==> src/rtl/tdm_rx_pkg.sv <==
package tdm_rx_pkg;

  // One synchronizer stage carries all highway inputs together
  typedef struct packed {
    logic hclk;
    logic fs;
    logic pri;
    logic sec;
  } hw_bits_t;

  // Bit position, counted from frame sync, of the first bit of slot 0
  function automatic int win_start(input int byte_off, input int bit_off, input int bw);
    return byte_off * bw + bit_off;
  endfunction

  function automatic int slot_bits(input int bw, input logic pair);
    return pair ? 2 * bw : bw;
  endfunction

  function automatic int frame_bits(input int nslots, input int bw, input logic pair);
    return nslots * slot_bits(bw, pair);
  endfunction

  function automatic int slot_of(input int idx, input int bw, input logic pair);
    return pair ? idx / (2 * bw) : idx / bw;
  endfunction

  function automatic int bit_of(input int idx, input int bw, input logic pair);
    return pair ? idx % (2 * bw) : idx % bw;
  endfunction

endpackage

==> src/rtl/tdm_rx_edge_sampler.sv <==
module tdm_rx_edge_sampler
  import tdm_rx_pkg::*;
#(
  parameter int SYNC = 2
) (
  input  logic     clk,
  input  logic     rst_n,
  input  logic     hw_clk_i,
  input  logic     hw_fs_i,
  input  logic     hw_pri_i,
  input  logic     hw_sec_i,
  input  logic     rise_i,
  output logic     tick_o,
  output hw_bits_t bits_o
);

  hw_bits_t stage_q [SYNC];
  hw_bits_t in_w;
  logic     clk_prev_q;
  logic     clk_now;

  assign in_w = '{hclk: hw_clk_i, fs: hw_fs_i, pri: hw_pri_i, sec: hw_sec_i};

  always_ff @(posedge clk or negedge rst_n) begin
    if (!rst_n) begin
      for (int i = 0; i < SYNC; i++) stage_q[i] <= '0;
      clk_prev_q <= 1'b0;
    end else begin
      stage_q[0] <= in_w;
      for (int i = 1; i < SYNC; i++) stage_q[i] <= stage_q[i-1];
      clk_prev_q <= stage_q[SYNC-1].hclk;
    end
  end

  assign clk_now = stage_q[SYNC-1].hclk;

  generate
    if (SYNC >= 1) begin : g_edge
      always_comb begin
        if (rise_i) tick_o = clk_now & ~clk_prev_q;
        else        tick_o = ~clk_now & clk_prev_q;
      end
    end
  endgenerate

  assign bits_o = stage_q[SYNC-1];

endmodule

==> src/rtl/tdm_rx_slot_timer.sv <==
module tdm_rx_slot_timer
  import tdm_rx_pkg::*;
#(
  parameter int NSLOTS = 32,
  parameter int BYTE_W = 8,
  parameter int BOFF_W = 3,
  parameter int YOFF_W = 7,
  parameter int POS_W  = 11,
  localparam int SLOT_W = $clog2(NSLOTS),
  localparam int BIT_W  = $clog2(2 * BYTE_W)
) (
  input  logic              clk,
  input  logic              rst_n,
  input  logic              tick_i,
  input  logic              fs_i,
  input  logic [BOFF_W-1:0] bit_off_i,
  input  logic [YOFF_W-1:0] byte_off_i,
  input  logic              pair_i,
  output logic [POS_W-1:0]  pos_o,
  output logic              in_win_o,
  output logic [SLOT_W-1:0] slot_o,
  output logic              last_o
);

  localparam logic [POS_W-1:0] POS_MAX = {POS_W{1'b1}};

  logic [POS_W-1:0] pos_q;
  logic [POS_W-1:0] pos_n;
  logic [POS_W-1:0] start_w;
  logic [POS_W-1:0] len_w;
  logic [POS_W-1:0] idx_w;
  logic [BIT_W-1:0] bitn_w;

  // Position of the bit taken at this edge; saturates so no stray window appears
  always_comb begin
    if (fs_i)                 pos_n = '0;
    else if (pos_q == POS_MAX) pos_n = POS_MAX;
    else                      pos_n = pos_q + 1'b1;
  end

  always_ff @(posedge clk or negedge rst_n) begin
    if (!rst_n)      pos_q <= POS_MAX;
    else if (tick_i) pos_q <= pos_n;
  end

  assign start_w  = POS_W'(win_start(int'(byte_off_i), int'(bit_off_i), BYTE_W));
  assign len_w    = POS_W'(frame_bits(NSLOTS, BYTE_W, pair_i));
  assign idx_w    = pos_n - start_w;
  assign in_win_o = (pos_n >= start_w) && (idx_w < len_w);
  assign slot_o   = SLOT_W'(slot_of(int'(idx_w), BYTE_W, pair_i));
  assign bitn_w   = BIT_W'(bit_of(int'(idx_w), BYTE_W, pair_i));
  assign last_o   = in_win_o && (bitn_w == BIT_W'(slot_bits(BYTE_W, pair_i) - 1));
  assign pos_o    = pos_q;

endmodule

==> src/rtl/tdm_rx_slot_asm.sv <==
module tdm_rx_slot_asm #(
  parameter int NSLOTS = 32,
  parameter int BYTE_W = 8,
  localparam int SLOT_W = $clog2(NSLOTS),
  localparam int SH_W   = 2 * BYTE_W
) (
  input  logic              clk,
  input  logic              rst_n,
  input  logic              tick_i,
  input  logic              in_win_i,
  input  logic              last_i,
  input  logic [SLOT_W-1:0] slot_i,
  input  logic              pri_i,
  input  logic              sec_i,
  input  logic              pair_i,
  input  logic [NSLOTS-1:0] slot_en_i,
  input  logic [NSLOTS-1:0] slot_sel_i,
  input  logic [BYTE_W-1:0] idle_i,
  output logic              valid_o,
  output logic [SLOT_W-1:0] idx_o,
  output logic [BYTE_W-1:0] data_o,
  output logic [BYTE_W-1:0] sig_o
);

  logic [SH_W-1:0]   shreg_q;
  logic [SH_W-1:0]   shreg_n;
  logic              pick_w;
  logic              en_w;
  logic [BYTE_W-1:0] data_n;
  logic [BYTE_W-1:0] sig_n;

  assign pick_w  = slot_sel_i[slot_i] ? sec_i : pri_i;
  assign shreg_n = {shreg_q[SH_W-2:0], pick_w};
  assign en_w    = slot_en_i[slot_i];

  always_comb begin
    if (!en_w)       data_n = idle_i;
    else if (pair_i) data_n = shreg_n[SH_W-1 -: BYTE_W];
    else             data_n = shreg_n[BYTE_W-1:0];
    if (pair_i && en_w) sig_n = shreg_n[BYTE_W-1:0];
    else                sig_n = '1;
  end

  always_ff @(posedge clk or negedge rst_n) begin
    if (!rst_n) shreg_q <= '0;
    else if (tick_i && in_win_i) shreg_q <= shreg_n;
  end

  always_ff @(posedge clk or negedge rst_n) begin
    if (!rst_n) begin
      valid_o <= 1'b0;
      idx_o   <= '0;
      data_o  <= '0;
      sig_o   <= '0;
    end else begin
      valid_o <= tick_i && last_i;
      if (tick_i && last_i) begin
        idx_o  <= slot_i;
        data_o <= data_n;
        sig_o  <= sig_n;
      end
    end
  end

endmodule

==> src/rtl/tdm_rx_deser.sv <==
module tdm_rx_deser
  import tdm_rx_pkg::*;
#(
  parameter int NSLOTS = 32,
  parameter int BYTE_W = 8,
  parameter int BOFF_W = 3,
  parameter int YOFF_W = 7,
  parameter int SYNC   = 2,
  localparam int SLOT_W    = $clog2(NSLOTS),
  localparam int START_MAX = ((1 << YOFF_W) - 1) * BYTE_W + (1 << BOFF_W) - 1,
  localparam int LEN_MAX   = NSLOTS * 2 * BYTE_W,
  localparam int POS_W     = $clog2(START_MAX + LEN_MAX + 2)
) (
  input  logic              clk,
  input  logic              rst_n,
  input  logic              hw_clk_i,
  input  logic              hw_fs_i,
  input  logic              hw_pri_i,
  input  logic              hw_sec_i,
  input  logic              cfg_rise_i,
  input  logic [BOFF_W-1:0] cfg_bit_off_i,
  input  logic [YOFF_W-1:0] cfg_byte_off_i,
  input  logic              cfg_pair_i,
  input  logic [NSLOTS-1:0] cfg_slot_en_i,
  input  logic [NSLOTS-1:0] cfg_slot_sel_i,
  input  logic [BYTE_W-1:0] cfg_idle_i,
  output logic              slot_valid_o,
  output logic [SLOT_W-1:0] slot_idx_o,
  output logic [BYTE_W-1:0] slot_data_o,
  output logic [BYTE_W-1:0] slot_sig_o
);

  // Named internal events for the checker
  logic              bit_tick;
  hw_bits_t          bits_w;
  logic              fs_bit;
  logic [POS_W-1:0]  timer_pos;
  logic              win_bit;
  logic [SLOT_W-1:0] cur_slot;
  logic              last_bit;
  logic              slot_done;
  logic [SLOT_W-1:0] done_slot;

  tdm_rx_edge_sampler #(.SYNC(SYNC)) u_samp (
    .clk      (clk),
    .rst_n    (rst_n),
    .hw_clk_i (hw_clk_i),
    .hw_fs_i  (hw_fs_i),
    .hw_pri_i (hw_pri_i),
    .hw_sec_i (hw_sec_i),
    .rise_i   (cfg_rise_i),
    .tick_o   (bit_tick),
    .bits_o   (bits_w)
  );

  assign fs_bit = bits_w.fs;

  tdm_rx_slot_timer #(
    .NSLOTS(NSLOTS), .BYTE_W(BYTE_W), .BOFF_W(BOFF_W),
    .YOFF_W(YOFF_W), .POS_W(POS_W)
  ) u_timer (
    .clk        (clk),
    .rst_n      (rst_n),
    .tick_i     (bit_tick),
    .fs_i       (fs_bit),
    .bit_off_i  (cfg_bit_off_i),
    .byte_off_i (cfg_byte_off_i),
    .pair_i     (cfg_pair_i),
    .pos_o      (timer_pos),
    .in_win_o   (win_bit),
    .slot_o     (cur_slot),
    .last_o     (last_bit)
  );

  assign slot_done = bit_tick && last_bit;
  assign done_slot = cur_slot;

  tdm_rx_slot_asm #(.NSLOTS(NSLOTS), .BYTE_W(BYTE_W)) u_asm (
    .clk        (clk),
    .rst_n      (rst_n),
    .tick_i     (bit_tick),
    .in_win_i   (win_bit),
    .last_i     (last_bit),
    .slot_i     (cur_slot),
    .pri_i      (bits_w.pri),
    .sec_i      (bits_w.sec),
    .pair_i     (cfg_pair_i),
    .slot_en_i  (cfg_slot_en_i),
    .slot_sel_i (cfg_slot_sel_i),
    .idle_i     (cfg_idle_i),
    .valid_o    (slot_valid_o),
    .idx_o      (slot_idx_o),
    .data_o     (slot_data_o),
    .sig_o      (slot_sig_o)
  );

endmodule

==> config.mk <==
export PLATFORM = sky130hd
export DESIGN_NAME = tdm_rx_deser
export DESIGN_NICKNAME = d
export VERILOG_FILES = /design/src/rtl/tdm_rx_pkg.sv /design/src/rtl/tdm_rx_edge_sampler.sv /design/src/rtl/tdm_rx_slot_timer.sv /design/src/rtl/tdm_rx_slot_asm.sv /design/src/rtl/tdm_rx_deser.sv
export SDC_FILE = /design/constraint.sdc
export NUM_CORES = 1
export LEC_CHECK = 0
export BUFFER_PORTS_ARGS = -buffer_cell sky130_fd_sc_hd__buf_2
export CAP_MARGIN = 10
export CORE_ASPECT_RATIO = 0.8
export CORE_UTILIZATION = 40
export DETAILED_ROUTE_END_ITERATION = 7
export PLACE_DENSITY = 0.71
export SLEW_MARGIN = 5
export SYNTH_ARGS = -nofsm -noshare
export SYNTH_HDL_FRONTEND = slang
export SYNTH_SLANG_ARGS = --single-unit
export TNS_END_PERCENT = 100
==> constraint.sdc <==
create_clock -name clk -period 11.71 [get_ports clk]
set_clock_uncertainty 0.05 [all_clocks]
set_input_delay 2.342 -clock clk [delete_from_list [all_inputs] [get_ports clk]]
set_output_delay 2.342 -clock clk [all_outputs]
set_load 0.01 [all_outputs]
* After elaboration in Yosys (flattened, before gate mapping)
Cells that the tools add are included.
Cells by class: add/sub/neg operators 4, $lt $le $gt $ge 3, eq/ne operators 2, mux-type cells 14, bitwise logic cells 4, reductions and logical operators 5
Operators by type and width (count):
- 8-bit two-way mux | 3
- 11-bit two-way mux | 2
- 10-bit by 3-bit adder with 11-bit output | 1
- 11-bit by 1-bit adder with 11-bit output, second input constant | 1
- 11-bit == test, second input constant | 1
- 11-bit greater-or-equal comparator | 1
- 11-bit by 10-bit < comparator with 1-bit output | 1
- 11-bit subtractor | 1
- 1-bit binary-select mux with 5-bit select | 2
- 5-bit two-way mux | 2
- 5-bit by 6-bit < comparator with 1-bit output, second input constant | 1
- 1-bit logical AND | 5
- 4-bit == test | 1
- 1-bit two-way mux | 4
- 4-bit two-way mux | 1
- 4-bit by 2-bit subtractor with 4-bit output, second input constant | 1
- 1-bit bitwise AND | 2
- 1-bit inverter | 2
Word-level totals: register bits 57, input port bits 90, output and inout bits 22, logic and storage cells 47

* Longest topological paths before layout
Gate-level depths: netlist of run 1.
depth in word-level cells 10, gate-level depth with buffers 21, mapped depth without buffers 19

* Hierarchy
From an unflattened synthesis of run 1, not the netlist that was laid out.
Second synthesis, totals: cells, all modules 375, area total of the unflattened synthesis 3709.8 um2
Modules (own cells, without submodules):
- tdm_rx_slot_asm | instances 1, cells an instance 209, area each 2170.8 um2, seq. area each 925.9 um2
- tdm_rx_slot_timer | instances 1, cells an instance 150, area each 1261.2 um2, seq. area each 289.0 um2
- tdm_rx_edge_sampler | instances 1, cells an instance 16, area each 277.8 um2, seq. area each 225.2 um2

* Least setup slack after synthesis of run 1
OpenSTA, ideal clock, no wires.
path kind input to register, from in cfg_bit_off_i[0], to reg u_asm.shreg_q[0], library setup time 125 ps, data arrival time 5382 ps, setup slack 6154 ps, stages on the path 13, path buffers 1, cells stage by stage ha_1 > fa_1 > and2b_1 > o22ai_4 > xnor2_1 > clkbuf_1 > o31ai_1 > a211o_1 > a211oi_1 > nor3_2 > mux2i_1 > mux2_1 > mux2_2
Between the ends: word-level cells in the longest chain between the ends 6
Ends and longest elaborated chain:
- start, declared | RTL line tdm_rx_deser.sv:21 | input logic [BOFF_W-1:0] cfg_bit_off_i,
- 10-bit by 3-bit adder with 11-bit output * | RTL line tdm_rx_pkg.sv:13 | return byte_off * bw + bit_off;
- 11-bit subtractor | RTL line tdm_rx_slot_timer.sv:48 | assign idx_w = pos_n - start_w;
- 5-bit two-way mux | RTL line tdm_rx_pkg.sv:25 | return pair ? idx / (2 * bw) : idx / bw;
- 1-bit binary-select mux with 5-bit select | RTL line tdm_rx_slot_asm.sv:32 | assign pick_w = slot_sel_i[slot_i] ? sec_i : pri_i;
- 1-bit two-way mux (implied by the code) | RTL line tdm_rx_slot_asm.sv:32
- 1-bit two-way mux | RTL line tdm_rx_slot_asm.sv:32
- end signal, assigned | RTL line tdm_rx_slot_asm.sv:46 | else if (tick_i && in_win_i) shreg_q <= shreg_n;
- end, declared | RTL line tdm_rx_slot_asm.sv:25 | logic [SH_W-1:0] shreg_q;
Mark *: on every way between the ends. The rest lies on a longest branch, timed or not. The select of a mux whose other input is x is not followed. A chain may end at the register's enable or synchronous reset.

* Final worst setup path of run 1
from in cfg_byte_off_i[1], to reg u_asm.sig_o[1]
Between the ends: word-level cells in the longest chain between the ends 7
Ends and longest elaborated chain:
- start, declared | RTL line tdm_rx_deser.sv:22 | input logic [YOFF_W-1:0] cfg_byte_off_i,
- 10-bit by 3-bit adder with 11-bit output * | RTL line tdm_rx_pkg.sv:13
- 11-bit subtractor | RTL line tdm_rx_slot_timer.sv:48
- 5-bit two-way mux | RTL line tdm_rx_pkg.sv:25
- 1-bit binary-select mux with 5-bit select | RTL line tdm_rx_slot_asm.sv:34 | assign en_w = slot_en_i[slot_i];
- 1-bit two-way mux (implied by the code) | RTL line tdm_rx_slot_asm.sv:34
- 1-bit logical AND | RTL line tdm_rx_slot_asm.sv:40 | if (pair_i && en_w) sig_n = shreg_n[BYTE_W-1:0];
- 8-bit two-way mux | RTL line tdm_rx_slot_asm.sv:40
- end signal, assigned | RTL line tdm_rx_slot_asm.sv:60 | sig_o <= sig_n;
- end, declared | RTL line tdm_rx_slot_asm.sv:22 | output logic [BYTE_W-1:0] sig_o
Marked as above.

==> impl_results.md, run 1 <==
- Run status: finished clean
- CP endpoint kind: register
- Comb power frac: 29.0%
- Startpoint types: primary input
- First-pass GRT wire length: 20600 um
- Longest Clk Path Bufs: 2
- Most common cell after layout, fill and taps aside: buf_2
- Total core area: 10400 sq um
- Largest family of logic cells by synthesized area: compound AO/OA/AOI/OAI gates
- CP required: 11.87 ns
- Mapped Cells: 477
- Post-CTS setup buffers: 0
- Hold path startpoint: u_samp.stage_q[6]
- Async SR Flop Fraction: 100%
- DP HPWL: 9380 um
- Clock latency on the worst-skew pair: 0.33 ns
- Port bufs: 111
- Width of the die: 119 um
- Avg Cell Area, Syn: 9.14 sq um
- Post-CTS sizing: 0
- GRT Util Overall: 23.4%
- Hold Path Class: register to register
- Period minus WS final: 7.15 ns
- Chip height: 95.4 um
- CTS root buf: clkbuf_16
- Most frequent cells in the layout: buf_2 (111), nand2_1 (78), dfrtp_1 (46), mux2i_1 (34), a21oi_1 (30)
- Adder-Cell Fraction of Synth Area: 3.90%
- P&R area growth vs syn: 21.3%
- Row count: 33
- CTS H-tree depth: 3
- Max Cap Viol: 0
- WL/cell: 17.5 um
- Initial antenna violation count: 0
- Crit path max fanout: 25
- Pwr Total: 0.652 mW
- Peak VDD IR: 0.0760 mV
- Seq cells post-synth: 57
- RSZ-0062 raised after global routing: false
- Die Area: 11300 sq um
- Mux contribution to synthesized area: 17.4%
- Io pins: 112
- Fin Setup TNS: 0 ns
- # hold bufs at CTS: 0
- P_sw: 0.207 mW
- Pwr Density: 123 nW/um^2
- Syn_nets: 580
- # setup viols final: 0
- Clock power share: 39.4%
- Net Sw Frac: 31.8%
- Fillcell total: 993
- DRT iter0 DRCs: 332
- Area of the multi-input gates: 2740 sq um
- CTS Buf Count: 9
- CTS tree: yes
- Max-Slew Margin vs Limit: 22.4%
- Mapped Area: 4360 sq um
- Final Hold Vio Count: 0
- Crit path kind: primary input to register
- Vias in the first global route: 4000
- Largest net degree at the start of global routing: 58
- Compound-Gate Fraction of Synth Area: 22.5%
- Post-Synth XOR/XNOR Area: 3.04%
- Critical path origin: cfg_byte_off_i[1]
- Register area: 1440 sq um
- CTS clk-pin slew, worst paths: 0.05 ns
- FMAX: 0.140 GHz
- # DRC: 0
- Vias per cell: 5.80
- Period utilization: 61.1%
- Reg2reg start: u_timer.pos_o[0]
- Seq/Total Area, Yosys: 33.0%
- TritonRoute pass-1 iters: 5
- Flop pwr share: 31.7%
- Post-DRT Antenna Nets: 0
- Synth warn: 0
- Share of layout cells above drive strength 1: 32.4%
- Gpl congestion: 0.895
- Vias: 4190
- # nets final: 681
- Critical Path AT: 7.31 ns
- Most used DFF post-synth: dfrtp_1
- Total gr overflow: 0
- Yosys cell types: 76
- Final WL: 12700 um
- Total inserted antenna cells: 0
- Simple-Gate Fraction of Synth Area: 15.9%
- Worst slew pin tran: 1.16 ns
- Starting Density: 41.9%
- Final Max Tran Viols: 0
- EDFF count, synth: 0
- Clock sink count: 57
- Internal power: 0.445 mW
- Leakage: 2.54 nW
registers in the layout (all words and copies together) (netlist names):
name,flops
u_asm.shreg_q,15
u_asm.data_o,8
u_timer.pos_o,11
u_samp.clk_now,1
u_asm.sig_o,8
u_samp.clk_prev_q,1
u_asm.idx_o,5
u_asm.valid_o,1
u_samp.bits_o,3
u_samp.stage_q,4
cell families after synthesis:
kind of cell | after synthesis
buffers and inverters | 39
flip-flops | 57
XOR/XNOR | 13
adder cells (fa/ha/maj) | 13
multiplexers | 67
AND/OR/NAND/NOR | 151
AO/OA/AOI/OAI | 137
layer usage:
layer / vias up / GRT usage, % / wire [um]
met5: - / 0 / 0
met4: 0 / 5.38 / 127
met3: 19 / 6.40 / 896
met2: 181 / 38.4 / 5960
met1: 2016 / 31.0 / 5680
li1: 1974 / - / -
final timing paths:
check / to / slack, ns / cells after the start
min: u_samp.bits_o[2] / 0.29 / 0
max: u_asm.sig_o[1] / 4.56 / 16
max reg2reg: u_asm.sig_o[1] / 5.02 / 19
min in group asynchronous: u_samp.bits_o[2] / 2.12 / 2
min reg2reg: u_samp.bits_o[2] / 0.29 / 0
max in group asynchronous: u_asm.idx_o[2] / 9.02 / 2
stage by stage:
step	util, %	area (sq um)	cells	setup WS, ns	hold WS, ns
after global routing	50.8	5290	723	4.08	0.301
after detailed placement	48.0	5000	707	4.22	0.286
after CTS	50.8	5290	723	4.52	0.297
after floorplan	-	4360	477	6.15	0.281
final	50.8	5290	723	4.56	0.294
after global placement	48.0	5000	707	4.49	0.283
cells in the mapped netlist, drive strengths merged, types with 3 or more instances:
cell type | n | area share, %
a31oi | 4 | 0.57
nor4 | 3 | 0.57
nor2 | 21 | 1.8
o21bai | 3 | 0.52
nand3 | 14 | 1.7
a21oi | 31 | 3.6
nand2 | 78 | 6.7
o2bb2ai | 3 | 0.60
a211oi | 8 | 1.4
o22ai | 3 | 0.75
mux2 | 29 | 7.5
mux4 | 3 | 1.5
or2 | 4 | 0.57
nand4 | 7 | 1.0
nor3 | 7 | 0.92
ha | 12 | 3.4
and3 | 4 | 0.57
dfrtp | 46 | 26
mux2i | 35 | 8.3
o21a | 3 | 0.52
xnor2 | 5 | 1.0
buf | 13 | 2.0
o211ai | 7 | 1.5
o21ai | 29 | 3.4
dfstp | 11 | 6.6
a211o | 4 | 0.80
xor2 | 8 | 2.0
a32oi | 6 | 1.2
nor2b | 4 | 0.57
inv | 13 | 1.1
clkbuf | 12 | 1.0
a21o | 3 | 0.52
o22a | 9 | 1.8
power by group through the flow:
| stage | clock network [mW] | logic (mW) | registers [mW] |
|---|---|---|---|
| 6_report | 0.257 | 0.189 | 0.206 |
| 5_1_grt | 0.274 | 0.205 | 0.207 |
| 4_1_cts | 0.262 | 0.187 | 0.206 |
| 3_5_place_dp | 0 | 0.185 | 0.210 |
| 3_3_place_gp | 0 | 0.182 | 0.209 |
| 2_1_floorplan | 0 | 0.134 | 0.208 |
cell type report:
| type | instances | area share [%] |
|---|---|---|
| multi-input combinational | 381 | 51.8 |
| clock buffer | 9 | 4.26 |
| sequential | 57 | 27.2 |
| inverter | 14 | 0.993 |
| tap | 140 | 3.31 |
| clock inverter | 7 | 1.30 |
| timing repair buffer | 115 | 11.1 |
critical path, stage by stage:
cell       delay (ns)
buf_2            0.08
inv_1            0.04
ha_1             0.55
nand3_1          0.20
o21bai_1         0.25
a31o_2           0.25
nand2b_1         0.08
a21oi_1          0.09
xnor2_1          0.14
ha_1             0.27
o21a_1           0.13
a2111oi_4        0.92
nand3_1          0.97
inv_2            0.52
nand3_2          0.24
o22a_1           0.25
(Power assumes the default switching activity.)
==> run 2: changes to the inputs <==
Settings changed: ABC_AREA from default to 1.
Clock period 11.71 ns to 7.06 ns, I/O delays scaled along.
==> run 2 against run 1 <==
Net effect: clock power grew 51%; synthesized cell count grew 30%; largest power group unchanged; first-iteration DRC count shrank 30%; cell area shrank 4.9%; final cell count grew 20%; sequential share of layout area grew 1.4 points.
==> impl_results.md, run 2 <==
- Critical path cell sequence: ha_1 > nand2_1 > nor2_1 > nand3_1 > nor2_1 > nand4_1 > nor2_1 > o21ai_0 > ha_1 > fa_1 > inv_1 > nand2_1 > nand2_1 > nand4_2 > o21ai_1 > xor2_1 > nand2_1 > a21oi_2 > nand3_2 > nor2_8 > inv_2 > nor2_1 > a2bb2oi_1
- Row count: 33 (unchanged)
- CTS Buf Count: 9 (unchanged)
- Starting Density: 41.0% (-0.92 points)
- Final Max Tran Viols: 0 (unchanged)
- Most frequent cell after synthesis: nand2_1
- Max Cap Viol: 0 (unchanged)
- Die Area: 10900 sq um (-3.7%)
- Total inserted antenna cells: 0 (unchanged)
- GRT Util Overall: 19.8% (-3.7 points)
- Share of layout cells above drive strength 1: 23.8% (-8.6 points)
- DP HPWL: 7990 um (-15%)
- Net Sw Frac: 34.9% (+3.2 points)
- Hold Path Class: register to register
- Period utilization: 70.4%
- CTS clk-pin slew, worst paths: 0.05 ns (about the same)
- Vias: 4138 (-1.2%)
- Synth warn: 0 (unchanged)
- Io pins: 112 (unchanged)
- Post-CTS sizing: 0 (unchanged)
- Non-filler cells, final: 870 (+20%)
- RSZ-0062 raised after global routing: false
- First-pass GRT wire length: 16900 um (-18%)
- Longest Clk Path Bufs: 2 (unchanged)
- Ranking of synthesized cells by area: dfrtp_1 (27%), nand2_1 (21%), inv_1 (7.9%)
- Most used DFF post-synth: dfrtp_1
- Startpoint types: register
- Chip height: 93.6 um (-1.9%)
- Vias in the first global route: 3821 (-4.5%)
- # hold bufs at CTS: 0 (unchanged)
- Yosys cell types: 36 (-53%)
- Async SR Flop Fraction: 100% (unchanged)
- Clock latency on the worst-skew pair: 0.33 ns (about the same)
- Clock power share: 36.2% (-3.2 points)
- Vias per cell: 4.76 (-18%)
- Peak VDD IR: 0.126 mV (+66%)
- # DRC: 0 (unchanged)
- Most frequent cells in the layout: nand2_1 (233), buf_2 (111), inv_1 (88), nand3_1 (61), dfrtp_1 (46)
- Internal power: 0.700 mW (+57%)
- Critical path buffers and inverters: 2 (-1)
- Final WL: 10300 um (-19%)
- Mapped Area: 4200 sq um (-3.8%)
- DP Area: 4760 sq um (-4.8%)
- Pwr Density: 214 nW/um^2 (+73%)
- CTS H-tree depth: 3 (unchanged)
- Initial antenna violation count: 0 (unchanged)
- Most flops, register: u_asm.shreg_q
- WL/cell: 11.8 um (-32%)
- Cells after DPL: 854 (+21%)
- Flop pwr share: 34.1% (+2.4 points)
- P&R area growth vs syn: 19.9%
- Seq cells post-synth: 57 (unchanged)
- Seq/Total Area, Yosys: 34.3% (+1.3 points)
- CP required: 7.22 ns (-4.65 ns)
- Max-Slew Margin vs Limit: 40.7% (+18 points)
- Gpl congestion: 0.920 (+2.8%)
- Run status: finished clean
- Syn_nets: 725 (+25%)
- Leakage: 2.88 nW (+14%)
- Width of the die: 117 um (-1.9%)
- Commonest cells in the netlist: nand2_1 (233), inv_1 (88), nand3_1 (61), dfrtp_1 (46), o21ai_0 (45)
- EDFF count, synth: 0 (unchanged)
- Post-DRT Antenna Nets: 0 (unchanged)
- Final Hold Vio Count: 0 (unchanged)
- Comb power frac: 29.7% (+0.7 points)
- Synth area leader: dfrtp_1
- TritonRoute pass-1 iters: 5 (unchanged)
- Total core area: 10200 sq um (-1.6%)
- Crit path max fanout: 25 (unchanged)
- CTS root buf: clkbuf_16
- Mapped Cells: 622 (+30%)
- # nets final: 828 (+22%)
- P_sw: 0.375 mW (+81%)
- Crit-path leading delay family: simple AND/OR/NAND/NOR gates
- Largest net degree at the start of global routing: 58 (unchanged)
- Post-Route Utilization: 49.1% (-1.7 points)
- Worst slew pin tran: 0.887 ns (-0.273 ns)
- Most common cell after layout, fill and taps aside: nand2_1
- Finished Cell Area: 5030 sq um (-4.9%)
- Fillcell total: 1069 (+7.7%)
- FMAX: 0.201 GHz
- Fin Setup TNS: 0 ns (unchanged)
- DRT iter0 DRCs: 232 (-30%)
- Port bufs: 111 (unchanged)
- CTS tree: yes
- Largest register FFs: 15 (unchanged)
- Max stage delay on crit path: 0.54 ns (-0.43 ns)
- Post-CTS setup buffers: 0 (unchanged)
- CP endpoint kind: register
- Period minus WS final: 4.97 ns
- Total gr overflow: 0 (unchanged)
- Share of Yosys cell area claimed by the top area cell type: 27.4% (+1.0 points)
- # setup viols final: 0 (unchanged)
- Clock sink count: 57 (unchanged)
- Slowest-stage cell, CP: dfstp_2
- Critical Path AT: 5.13 ns (-2.18 ns)
- Avg Cell Area, Syn: 6.75 sq um (-26%)
- Crit path kind: register to register
-- run 2: cell count changes in the layout (fill, tap and decap cells not counted), sizes merged, moves of 9 or more --
cell,change
o21ai,+33
mux2,-29
mux2i,-35
inv,+79
nand2,+164
a21oi,-21
nand3,+54
o22a,-9
-- run 2: area by class of cell --
type                            instances  area [sq um]  share of cell area [%]
Clock buffer                            9           225                    4.48
Clock inverter                          7          46.3                   0.920
Inverter                               92           345                    6.87
Multi-Input combinational cell        453          2230                    44.4
Sequential cell                        57          1440                    28.6
Tap cell                              140           175                    3.48
Timing Repair Buffer                  112           563                    11.2
-- run 2: through the flow --
| step | setup slack, ns | hold WS, ns | power [mW] |
|---|---|---|---|
| after floorplan | 3.23 | 0.281 | 0.626 |
| final | 2.09 | 0.294 | 1.07 |
| after global routing | 1.66 | 0.305 | 1.15 |
| after global placement | 2.37 | 0.282 | 0.684 |
| after detailed placement | 2.16 | 0.286 | 0.689 |
| after CTS | 2.14 | 0.294 | 1.08 |
-- run 2: final timing paths --
kind | end | start | slack [ns] | cells past startpoint
setup / recovery | u_asm.sig_o[0] | u_timer.pos_o[0] | 2.09 | 23
hold / removal | u_samp.bits_o[0] | u_samp.stage_q[4] | 0.29 | 0
setup reg to reg | u_asm.sig_o[0] | u_timer.pos_o[0] | 2.09 | 23
hold reg to reg | u_samp.bits_o[0] | u_samp.stage_q[4] | 0.29 | 0
max in group asynchronous | u_samp.stage_q[4] | rst_n | 5.32 | 2
min in group asynchronous | u_asm.data_o[5] | rst_n | 1.16 | 2
-- run 2: cell families after synthesis --
logic type                 Yosys count  synth area share (%)
DFF                                 57                  34.3
xor gates and xnor gates            10                  2.09
AOI/OAI and AO/OA                   75                  10.4
buffers and inverters              112                  12.4
adders and majority gates           13                  4.05
and+or+nand+nor                    355                  36.7
-- run 2: routing by layer --
metal	wire, um	GRT usage, %	part of all wire [%]	vias to the layer above
met5	0	0	0	-
met4	99	5.13	0.96	0
met3	614	4.08	6.0	10
met2	4730	33.7	46	113
met1	4860	25.3	47	1862
li1	-	-	-	2153
-- run 2: worst reg2reg max path, stage by stage (launching register included) --
cell and delay, ns:
dfstp_2 0.54, ha_1 0.20, nand2_1 0.08, nor2_1 0.16, nand3_1 0.13, nor2_1 0.15
nand4_1 0.14, nor2_1 0.29, o21ai_0 0.16, ha_1 0.23, fa_1 0.35, inv_1 0.12
nand2_1 0.09, nand2_1 0.13, nand4_2 0.13, o21ai_1 0.17, xor2_1 0.23, nand2_1 0.10
a21oi_2 0.15, nand3_2 0.37, nor2_8 0.38, inv_2 0.26, nor2_1 0.16, a2bb2oi_1 0.08
-- run 2: power groups by stage --
| stage | Sequential, mW | Clock (mW) | Combinational [mW] |
|---|---|---|---|
| 2_1_floorplan | 0.370 | 0 | 0.256 |
| 3_3_place_gp | 0.371 | 0 | 0.313 |
| 3_5_place_dp | 0.372 | 0 | 0.317 |
| 4_1_cts | 0.367 | 0.397 | 0.320 |
| 5_1_grt | 0.370 | 0.417 | 0.366 |
| 6_report | 0.367 | 0.389 | 0.319 |
